## config.mk

```make
export PLATFORM = sky130hd
export DESIGN_NAME = frac_main_div
export DESIGN_NICKNAME = d
export VERILOG_FILES = /design/src/rtl/frac_div_pkg.sv /design/src/rtl/fd_settings.sv /design/src/rtl/fd_accum.sv /design/src/rtl/fd_counter.sv /design/src/rtl/frac_main_div.sv
export SDC_FILE = /design/constraint.sdc
export NUM_CORES = 1
export LEC_CHECK = 0
export CAP_MARGIN = 10
export CORE_ASPECT_RATIO = 2
export CORE_UTILIZATION = 61
export CTS_CLUSTER_DIAMETER = 60
export DETAILED_ROUTE_END_ITERATION = 6
export GPL_ROUTABILITY_DRIVEN = 1
export GPL_TIMING_DRIVEN = 0
export HOLD_SLACK_MARGIN = 0.05
export PLACE_DENSITY = 0.85
export SETUP_SLACK_MARGIN = 0.05
export SLEW_MARGIN = 20
export SYNTH_ARGS = -nofsm -noshare
export SYNTH_HDL_FRONTEND = slang
export SYNTH_HIERARCHICAL = 1
export SYNTH_SLANG_ARGS = --single-unit
```

## constraint.sdc

```tcl
create_clock -name clk_i -period 6.59 [get_ports clk_i]
set_clock_uncertainty 0.05 [all_clocks]
set_input_delay 1.318 -clock clk_i [delete_from_list [all_inputs] [get_ports clk_i]]
set_output_delay 1.318 -clock clk_i [all_outputs]
set_load 0.05 [all_outputs]
```

## src/rtl/frac_div_pkg.sv

```systemverilog
package frac_div_pkg;
  localparam int unsigned FD_NW = 17;
  localparam int unsigned FD_FW = 3;
  localparam int unsigned Q_LO  = 5;
  localparam int unsigned Q_HI  = 8;

  typedef struct packed {
    logic [FD_NW-1:0] n;
    logic [FD_FW-1:0] nf;
    logic             mod8;
  } fd_cfg_t;

  function automatic logic [FD_FW:0] fd_q(input logic mod8);
    return mod8 ? (FD_FW+1)'(Q_HI) : (FD_FW+1)'(Q_LO);
  endfunction
endpackage

```

## src/rtl/fd_settings.sv

```systemverilog
module fd_settings
  import frac_div_pkg::*;
#(
  parameter int unsigned N_MIN = 512,
  parameter int unsigned N_MAX = 65536,
  parameter int unsigned RST_N = 512
) (
  input  logic             clk_i,
  input  logic             rst_ni,
  input  logic             load_i,
  input  logic [FD_NW-1:0] n_i,
  input  logic [FD_FW-1:0] nf_i,
  input  logic             mod8_i,
  output fd_cfg_t          cfg_o
);
  localparam logic [FD_NW-1:0] N_LO  = FD_NW'(N_MIN);
  localparam logic [FD_NW-1:0] N_HI  = FD_NW'(N_MAX);
  localparam logic [FD_NW-1:0] N_DEF = FD_NW'(RST_N);

  logic [FD_FW:0] q_in;
  fd_cfg_t        cfg_in, pend_q;

  always_comb begin
    q_in        = fd_q(mod8_i);
    cfg_in.mod8 = mod8_i;
    if (n_i < N_LO)       cfg_in.n = N_LO;
    else if (n_i > N_HI)  cfg_in.n = N_HI;
    else                  cfg_in.n = n_i;
    if ({1'b0, nf_i} >= q_in) cfg_in.nf = FD_FW'(q_in - 1'b1);
    else                      cfg_in.nf = nf_i;
  end

  always_ff @(posedge clk_i or negedge rst_ni) begin
    if (!rst_ni) begin
      pend_q.n    <= N_DEF;
      pend_q.nf   <= '0;
      pend_q.mod8 <= 1'b0;
    end else if (load_i) begin
      pend_q <= cfg_in;
    end
  end

  // forward a strobe that lands on the boundary cycle
  assign cfg_o = load_i ? cfg_in : pend_q;

  a_r7_nf_clamped: assert property (@(posedge clk_i) disable iff (!rst_ni)
    ({1'b0, cfg_o.nf} < fd_q(cfg_o.mod8)));
  a_r6_n_clamped: assert property (@(posedge clk_i) disable iff (!rst_ni)
    (cfg_o.n >= N_LO) && (cfg_o.n <= N_HI));
endmodule

```

## src/rtl/fd_accum.sv

```systemverilog
module fd_accum
  import frac_div_pkg::*;
(
  input  logic             clk_i,
  input  logic             rst_ni,
  input  logic             step_i,
  input  logic [FD_FW-1:0] nf_i,
  input  logic             mod8_i,
  output logic [FD_FW-1:0] acc_o,
  output logic             carry_o
);
  logic [FD_FW-1:0] acc_q, acc_d;
  logic [FD_FW:0]   q, a_eff, sum;

  always_comb begin
    q = fd_q(mod8_i);
    // held value may exceed a freshly shrunk modulus
    a_eff   = ({1'b0, acc_q} >= q) ? (q - 1'b1) : {1'b0, acc_q};
    sum     = a_eff + {1'b0, nf_i};
    carry_o = (sum >= q);
    acc_d   = carry_o ? FD_FW'(sum - q) : FD_FW'(sum);
  end

  always_ff @(posedge clk_i or negedge rst_ni) begin
    if (!rst_ni)     acc_q <= '0;
    else if (step_i) acc_q <= acc_d;
  end

  assign acc_o = acc_q;

  a_r3_acc_below_q: assert property (@(posedge clk_i) disable iff (!rst_ni)
    step_i |=> ({1'b0, acc_q} < $past(q)));
  a_r10_acc_hold: assert property (@(posedge clk_i) disable iff (!rst_ni)
    !step_i |=> $stable(acc_q));
endmodule

```

## src/rtl/fd_counter.sv

```systemverilog
module fd_counter
  import frac_div_pkg::*;
#(
  parameter int unsigned N_MIN = 512,
  parameter int unsigned N_MAX = 65536,
  parameter int unsigned RST_N = 512
) (
  input  logic             clk_i,
  input  logic             rst_ni,
  input  logic [FD_NW-1:0] n_i,
  input  logic             carry_i,
  output logic             tc_o
);
  localparam logic [FD_NW-1:0] N_LO    = FD_NW'(N_MIN);
  localparam logic [FD_NW-1:0] N_HI    = FD_NW'(N_MAX);
  localparam logic [FD_NW-1:0] CNT_RST = FD_NW'(RST_N - 1);

  logic [FD_NW-1:0] cnt_q;

  assign tc_o = (cnt_q == '0);

  always_ff @(posedge clk_i or negedge rst_ni) begin
    if (!rst_ni)   cnt_q <= CNT_RST;
    else if (tc_o) cnt_q <= carry_i ? n_i : (n_i - 1'b1);
    else           cnt_q <= cnt_q - 1'b1;
  end

  a_r5_reload_window: assert property (@(posedge clk_i) disable iff (!rst_ni)
    tc_o |=> (cnt_q >= (N_LO - 1'b1)) && (cnt_q <= N_HI));
  a_r2_count_down: assert property (@(posedge clk_i) disable iff (!rst_ni)
    !tc_o |=> (cnt_q == $past(cnt_q) - 1'b1));
endmodule

```

## src/rtl/frac_main_div.sv

```systemverilog
module frac_main_div
  import frac_div_pkg::*;
#(
  parameter int unsigned N_MIN = 512,
  parameter int unsigned N_MAX = 65536,
  parameter int unsigned RST_N = 512
) (
  input  logic             clk_i,
  input  logic             rst_ni,
  input  logic [FD_NW-1:0] ratio_i,
  input  logic [FD_FW-1:0] frac_i,
  input  logic             mod8_i,
  input  logic             load_i,
  output logic             pulse_o,
  output logic [FD_FW-1:0] acc_o
);
  fd_cfg_t cfg;
  logic    tc, carry;

  fd_settings #(.N_MIN(N_MIN), .N_MAX(N_MAX), .RST_N(RST_N)) u_set (
    .clk_i  (clk_i),
    .rst_ni (rst_ni),
    .load_i (load_i),
    .n_i    (ratio_i),
    .nf_i   (frac_i),
    .mod8_i (mod8_i),
    .cfg_o  (cfg)
  );

  fd_accum u_acc (
    .clk_i   (clk_i),
    .rst_ni  (rst_ni),
    .step_i  (tc),
    .nf_i    (cfg.nf),
    .mod8_i  (cfg.mod8),
    .acc_o   (acc_o),
    .carry_o (carry)
  );

  fd_counter #(.N_MIN(N_MIN), .N_MAX(N_MAX), .RST_N(RST_N)) u_cnt (
    .clk_i   (clk_i),
    .rst_ni  (rst_ni),
    .n_i     (cfg.n),
    .carry_i (carry),
    .tc_o    (tc)
  );

  assign pulse_o = tc;

  a_r2_single_pulse: assert property (@(posedge clk_i) disable iff (!rst_ni)
    pulse_o |=> !pulse_o);
endmodule

```

==> results of run 1 <==
## power by group
group / total (mW) / internal [mW] / switching (mW)
Clock: 0.167 / 0.0854 / 0.0815
Combinational: 0.149 / 0.0625 / 0.0868
Sequential: 0.265 / 0.263 / 0.00262
Total: 0.582 / 0.411 / 0.171
## critical path, stage by stage
cell and delay, ns:
clkdlybuf4s50_1 0.54, clkbuf_2 0.24, mux2_2 0.41, inv_1 0.13, ha_1 0.24, nor3b_1 0.21, nor2_1 0.06, nor2_1 0.11
ha_1 0.18, inv_1 0.05, fa_1 0.37, xnor2_1 0.27, ha_1 0.33, nand2_1 0.15, o21a_1 0.21, inv_1 0.15
nor4_2 0.23, nand2_2 0.20, or4_2 0.59, xor2_1 0.16, a21oi_1 0.15
## state kept, by name, indices dropped and copies added (netlist names)
| signal | flops |
|---|---|
| u_set/pend_q | 21 |
| u_acc/acc_o | 3 |
| u_cnt/cnt_q | 17 |
## cell usage after synthesis (4+ instances only)
cell type	count	area, µm²
a31o_2	6	52.6
a21oi_1	14	70.1
clkbuf_1	4	15.0
dfstp_2	10	263
nand3_1	5	25.0
dfrtp_1	31	776
o22ai_1	10	62.6
xnor2_1	19	166
nor4_1	6	37.5
mux2i_1	4	40.0
inv_1	30	113
nand2_1	17	63.8
nor3_1	8	40.0
ha_1	12	150
nor2_1	27	101
nor2b_1	7	43.8
xor2_1	10	87.6
o21ai_0	4	20.0
## metrics by stage
stage	area (µm²)	worst slack (ns)	hold WS, ns
3_5_place_dp	2950	-0.0591	0.463
2_1_floorplan	2600	1.11	0.426
3_3_place_gp	2930	0.0364	0.463
6_report	3040	0.451	0.479
5_1_grt	3040	0.151	0.503
4_1_cts	3040	0.226	0.480
## final timing paths
kind                            slack (ns)            start               to  cells past startpoint
worst max-delay path                  0.45           load_i   u_cnt/cnt_q[8]                     21
worst min-delay path                  0.48  u_set/pend_q[3]  u_set/pend_q[3]                      1
worst max register to register        2.00  u_set/pend_q[0]   u_cnt/cnt_q[8]                     19
worst min register to register        0.48  u_set/pend_q[3]  u_set/pend_q[3]                      1
max in group asynchronous             5.15           rst_ni   u_cnt/cnt_q[7]                      2
min in group asynchronous             0.83           rst_ni   u_acc/acc_o[1]                      1
## final cells by class
class / count / area, µm² / area share
inverter: 30 / 113 / 0.0370
timing repair buffer: 28 / 285 / 0.0937
multi-input combinational: 195 / 1410 / 0.464
clock buffer: 8 / 90.1 / 0.0296
sequential: 41 / 1040 / 0.341
buffer: 9 / 40.0 / 0.0132
tap: 52 / 65.1 / 0.0214
## layer usage
metal  part of all wire  routed length [µm]
met1               0.35                2010
met3              0.017                 101
met4              0.022                 128
met5                  0                   0
met2               0.61                3540
## cells by family after synthesis
family	after synthesis	synth area share
AND/OR/NAND/NOR	96	0.213
buffers and inverters	39	0.0583
XOR/XNOR	29	0.0978
adder cells (fa/ha/maj)	13	0.0655
multiplexers	6	0.0241
flip-flops	41	0.400
AO/OA/AOI/OAI	51	0.142
==> flow_metrics.py, run 1 <==
metrics = {
    "global_route": {
        "first_global_vias": 2110,
        "overflow": 0,
        "grt_pass1_wl_mm": 9.57,
        "grt_use_met2": 0.573,
        "grt_busiest_layer": "met2",
        "grtUsageMet3": 0.0385,
        "globalRouteTotalUtil": 0.304,
        "grt_max_degree": 33,
        "grt_util_met1": 0.303,
        "antenna_found_initial": 0,
    },
    "sta": {
        "hold_viol": 0,
        "relSlewSlack": 0.464,
        "fin_crit_ns": 6.14,
        "fin_setup_tns_ns": 0,
        "rsz0062_at_grt": "no",
        "worst_pin_slew_ns": 0.804,
        "setup_viol": 0,
        "slew_violations": 0,
        "max_freq_mhz": 163,
        "fin_crit_sh": 0.932,
    },
    "synthesis": {
        "syn_nets": 312,
        "synth_cells": 275,
        "synth_edf_count": 0,
        "synthArstFlopShare": 1.00,
        "syn_avg_cell_area_um2": 9.44,
        "yosys_warnings": 6,
        "synth_cell_types": 51,
        "netlist_area_um2": 2600,
        "ys_ff_latch": 41,
        "seq_area_frac_synth": 0.400,
        "synth_top_flop_cell": "dfrtp_1",
    },
    "floorplan": {
        "die_w_um": 48.1,
        "fp-row-count": 33,
        "initial_core_util": 0.635,
        "dieArea_um2": 4540,
        "fp.dieH_um": 94.3,
        "core_area_um2": 4090,
        "ios": 28,
    },
    "finish": {
        "final_cell_mix": "31 x dfrtp_1, 30 x inv_1, 27 x nor2_1",
        "synthToLayoutAreaGrowth_pct": 17.3,
        "nFillCells": 310,
        "fin_util": 0.745,
        "antenna_cells": 0,
        "nets": 347,
        "final_common_cell": "dfrtp_1",
        "drive_above_1_share": 0.135,
        "stdcell_count": 363,
    },
    "clocking": {
        "post_cts_buffers": 0,
        "path_clk_slew_ns": 0.07,
        "ctsHoldBuffers": 0,
        "cts_resized": 0,
        "root_buffer": "clkbuf_8",
        "clock_path_buffers": 2,
        "cts_sinks": 41,
        "cts_made_buffers": 5,
        "cts_tree": "done",
        "htreeDepth": 2,
        "clk_latency_ns": 0.29,
    },
    "placement": {
        "io_buffers": 27,
        "gp_congestion": 0.857,
        "dp.cells": 355,
        "place_hpwl_mm": 4.56,
    },
    "drt": {
        "wl_per_cell_um": 15.9,
        "via_count": 2062,
        "wl_mm": 5.78,
        "drtPass1Iterations": 4,
        "drt-vias-per-instance": 5.68,
        "postRouteAntennaNets": 0,
        "route.detailed.drc": 0,
        "drtIter0Drc": 47,
    },
    "hold_path": {
        "holdCritPathClass": "flip-flop to flip-flop",
    },
    "pwr": {
        "power_mw": 0.582,
        "pwr_density_cell_nw_per_um2": 191,
        "peakVddDrop_uv": 218,
        "leakage_nw": 1.25,
    },
    "critical_path": {
        "critPathRequiredTime_ns": 6.76,
        "cp.arrival_ns": 6.31,
        "criticalPathCategory": "input pin to flip-flop",
        "cp-end-kind": "flip-flop",
        "worstPathMaxFanout": 10,
        "critPathLaunchType": "input pin",
    },
    "run": {
        "max-cap-violations": 0,
    },
    "status": {
        "status": "finished, final reports clean",
    },
}
(Power assumes the default switching activity.)
==> inputs of run 2 (changes only) <==
--- a/config.mk
+++ b/config.mk
@@ -13,7 +13,7 @@
 export GPL_ROUTABILITY_DRIVEN = 1
 export GPL_TIMING_DRIVEN = 0
 export HOLD_SLACK_MARGIN = 0.05
-export PLACE_DENSITY = 0.85
+export PLACE_DENSITY = 0.95
 export SETUP_SLACK_MARGIN = 0.05
 export SLEW_MARGIN = 20
 export SYNTH_ARGS = -nofsm -noshare
==> run 2 against run 1 <==
Compared with the run above:
- maximum frequency fell by 6.3%
- register-to-register slack got worse by 0.41 ns
- highest routed layer unchanged
- non-clock buffer count rose by 1
- wire length rose by 35%
- critical path type unchanged
==> flow_metrics.py, run 2 (same netlist as run 1, synthesis figures left out) <==
metrics = {
    "finish": {
        "fin_util": 0.758,
        "antenna_cells": 0,
        "largest_register_ffs": 21,
        "regMostFlops": "u_set/pend_q",
        "synthToLayoutAreaGrowth_pct": 19.3,
        "final_common_cell": "dfrtp_1",
        "nets": 348,
        "drive_above_1_share": 0.154,
        "final_cell_mix": "31 x dfrtp_1, 30 x inv_1, 27 x nor2_1",
        "nFillCells": 233,
        "stdcell_count": 364,
    },
    "drt": {
        "drtIter0Drc": 123,
        "via_count": 2369,
        "postRouteAntennaNets": 0,
        "drtPass1Iterations": 5,
        "route.detailed.drc": 0,
        "wl_per_cell_um": 21.4,
        "drt-vias-per-instance": 6.51,
        "wl_mm": 7.78,
    },
    "clocking": {
        "cts_tree": "done",
        "cts_made_buffers": 5,
        "path_clk_slew_ns": 0.08,
        "clock_path_buffers": 2,
        "htreeDepth": 2,
        "clk_latency_ns": 0.29,
        "root_buffer": "clkbuf_8",
        "ctsHoldBuffers": 0,
        "cts_sinks": 41,
    },
    "critical_path": {
        "cp.arrival_ns": 6.72,
        "criticalPathCategory": "input pin to flip-flop",
        "cp-end-kind": "flip-flop",
        "critPathRequiredTime_ns": 6.75,
        "worstPathMaxFanout": 10,
        "critPathLaunchType": "input pin",
    },
    "hold_path": {
        "holdCritPathClass": "flip-flop to flip-flop",
    },
    "global_route": {
        "grt_max_degree": 26,
        "overflow": 0,
        "globalRouteTotalUtil": 0.354,
        "first_global_vias": 2404,
        "grt_pass1_wl_mm": 11.0,
        "antenna_found_initial": 0,
    },
    "placement": {
        "place_hpwl_mm": 4.88,
        "place_ws_ns": -0.380,
        "gp_congestion": 0.826,
        "dp.cells": 355,
        "io_buffers": 27,
    },
    "floorplan": {
        "fp-row-count": 33,
        "initial_core_util": 0.635,
        "dieArea_um2": 4540,
        "core_area_um2": 4090,
        "fp.dieH_um": 94.3,
        "die_w_um": 48.1,
        "ios": 28,
    },
    "sta": {
        "setup_ws_ns": 0.0374,
        "max_freq_mhz": 153,
        "slew_violations": 0,
        "setup_viol": 0,
        "fin_crit_sh": 0.994,
        "hold_viol": 0,
        "fin_setup_tns_ns": 0,
        "worst_pin_slew_ns": 0.756,
        "fin_crit_ns": 6.55,
        "relSlewSlack": 0.496,
    },
    "pwr": {
        "peakVddDrop_uv": 239,
        "pwr_density_cell_nw_per_um2": 201,
        "leakage_nw": 1.27,
    },
    "run": {
        "max-cap-violations": 0,
    },
    "status": {
        "status": "finished, final reports clean",
    },
}
[run 2: timing repair]
item / in CTS / in global routing
buffers inserted: 0 / 1
resized for setup: 2 / 5
endpoints found under the setup margin: 5 / 5
cloned: 0 / 0
pin swaps: 0 / 1
[run 2: worst max-delay path, cell delays in order]
cell	delay (ns)
clkdlybuf4s50_1	0.55
clkbuf_4	0.24
mux2_2	0.41
inv_1	0.15
ha_1	0.27
nor3b_2	0.21
nor2_1	0.07
nor2_1	0.15
ha_1	0.20
inv_1	0.06
fa_1	0.43
xnor2_2	0.16
buf_4	0.16
ha_1	0.22
a21oi_2	0.23
o21a_1	0.26
inv_1	0.19
nor4_4	0.22
nand2_2	0.21
or4_2	0.60
xor2_1	0.17
a21oi_1	0.22
[run 2: per-stage QoR]
step	power [mW]	hold slack, ns	cell area (µm²)
after floorplan	0.369	0.426	2600
after global placement	0.408	0.467	2930
after detailed placement	0.419	0.471	2950
after CTS	0.605	0.487	3060
after global routing	0.644	0.536	3100
final	0.622	0.532	3100
[run 2: worst paths after layout]
path / from / endpoint / slack [ns] / cells after the start
hold reg to reg: u_set/pend_q[0] / u_set/pend_q[0] / 0.53 / 1
hold / removal: u_set/pend_q[0] / u_set/pend_q[0] / 0.53 / 1
setup / recovery: load_i / u_cnt/cnt_q[8] / 0.04 / 22
max in group asynchronous: rst_ni / u_cnt/cnt_q[0] / 5.04 / 2
setup reg to reg: u_set/pend_q[0] / u_cnt/cnt_q[8] / 1.59 / 20
min in group asynchronous: rst_ni / u_cnt/cnt_q[16] / 0.90 / 1
[run 2: per-layer routing]
metal | up-vias | GRT usage | wire, µm
met3 | 49 | 0.0615 | 529
met5 | - | 0 | 0
li1 | 1029 | - | -
met1 | 1122 | 0.342 | 2400
met4 | 0 | 0.192 | 437
met2 | 169 | 0.640 | 4420
[run 2: area by class of cell]
class | instances | area, µm² | share of cell area
timing repair buffer | 29 | 300 | 0.0969
tap | 52 | 65.1 | 0.0210
clock buffer | 7 | 96.3 | 0.0311
buffer | 9 | 42.5 | 0.0137
multi-input combinational | 195 | 1440 | 0.464
clock inverter | 1 | 5.00 | 0.00162
sequential | 41 | 1040 | 0.335
inverter | 30 | 113 | 0.0363
[run 2: where the power goes]
| part | total (mW) | switching, mW | internal [mW] |
|---|---|---|---|
| clock | 0.180 | 0.0855 | 0.0946 |
| combinational | 0.175 | 0.107 | 0.0684 |
| sequential | 0.267 | 0.00378 | 0.263 |
| total | 0.622 | 0.196 | 0.426 |
==> inputs of run 3 (changes only) <==
--- a/config.mk
+++ b/config.mk
@@ -5,7 +5,6 @@
 export SDC_FILE = /design/constraint.sdc
 export NUM_CORES = 1
 export LEC_CHECK = 0
-export CAP_MARGIN = 10
 export CORE_ASPECT_RATIO = 2
 export CORE_UTILIZATION = 61
 export CTS_CLUSTER_DIAMETER = 60
==> results of run 3 <==
Same layout as run 2: the final DEF is identical, and so are final timing and power.
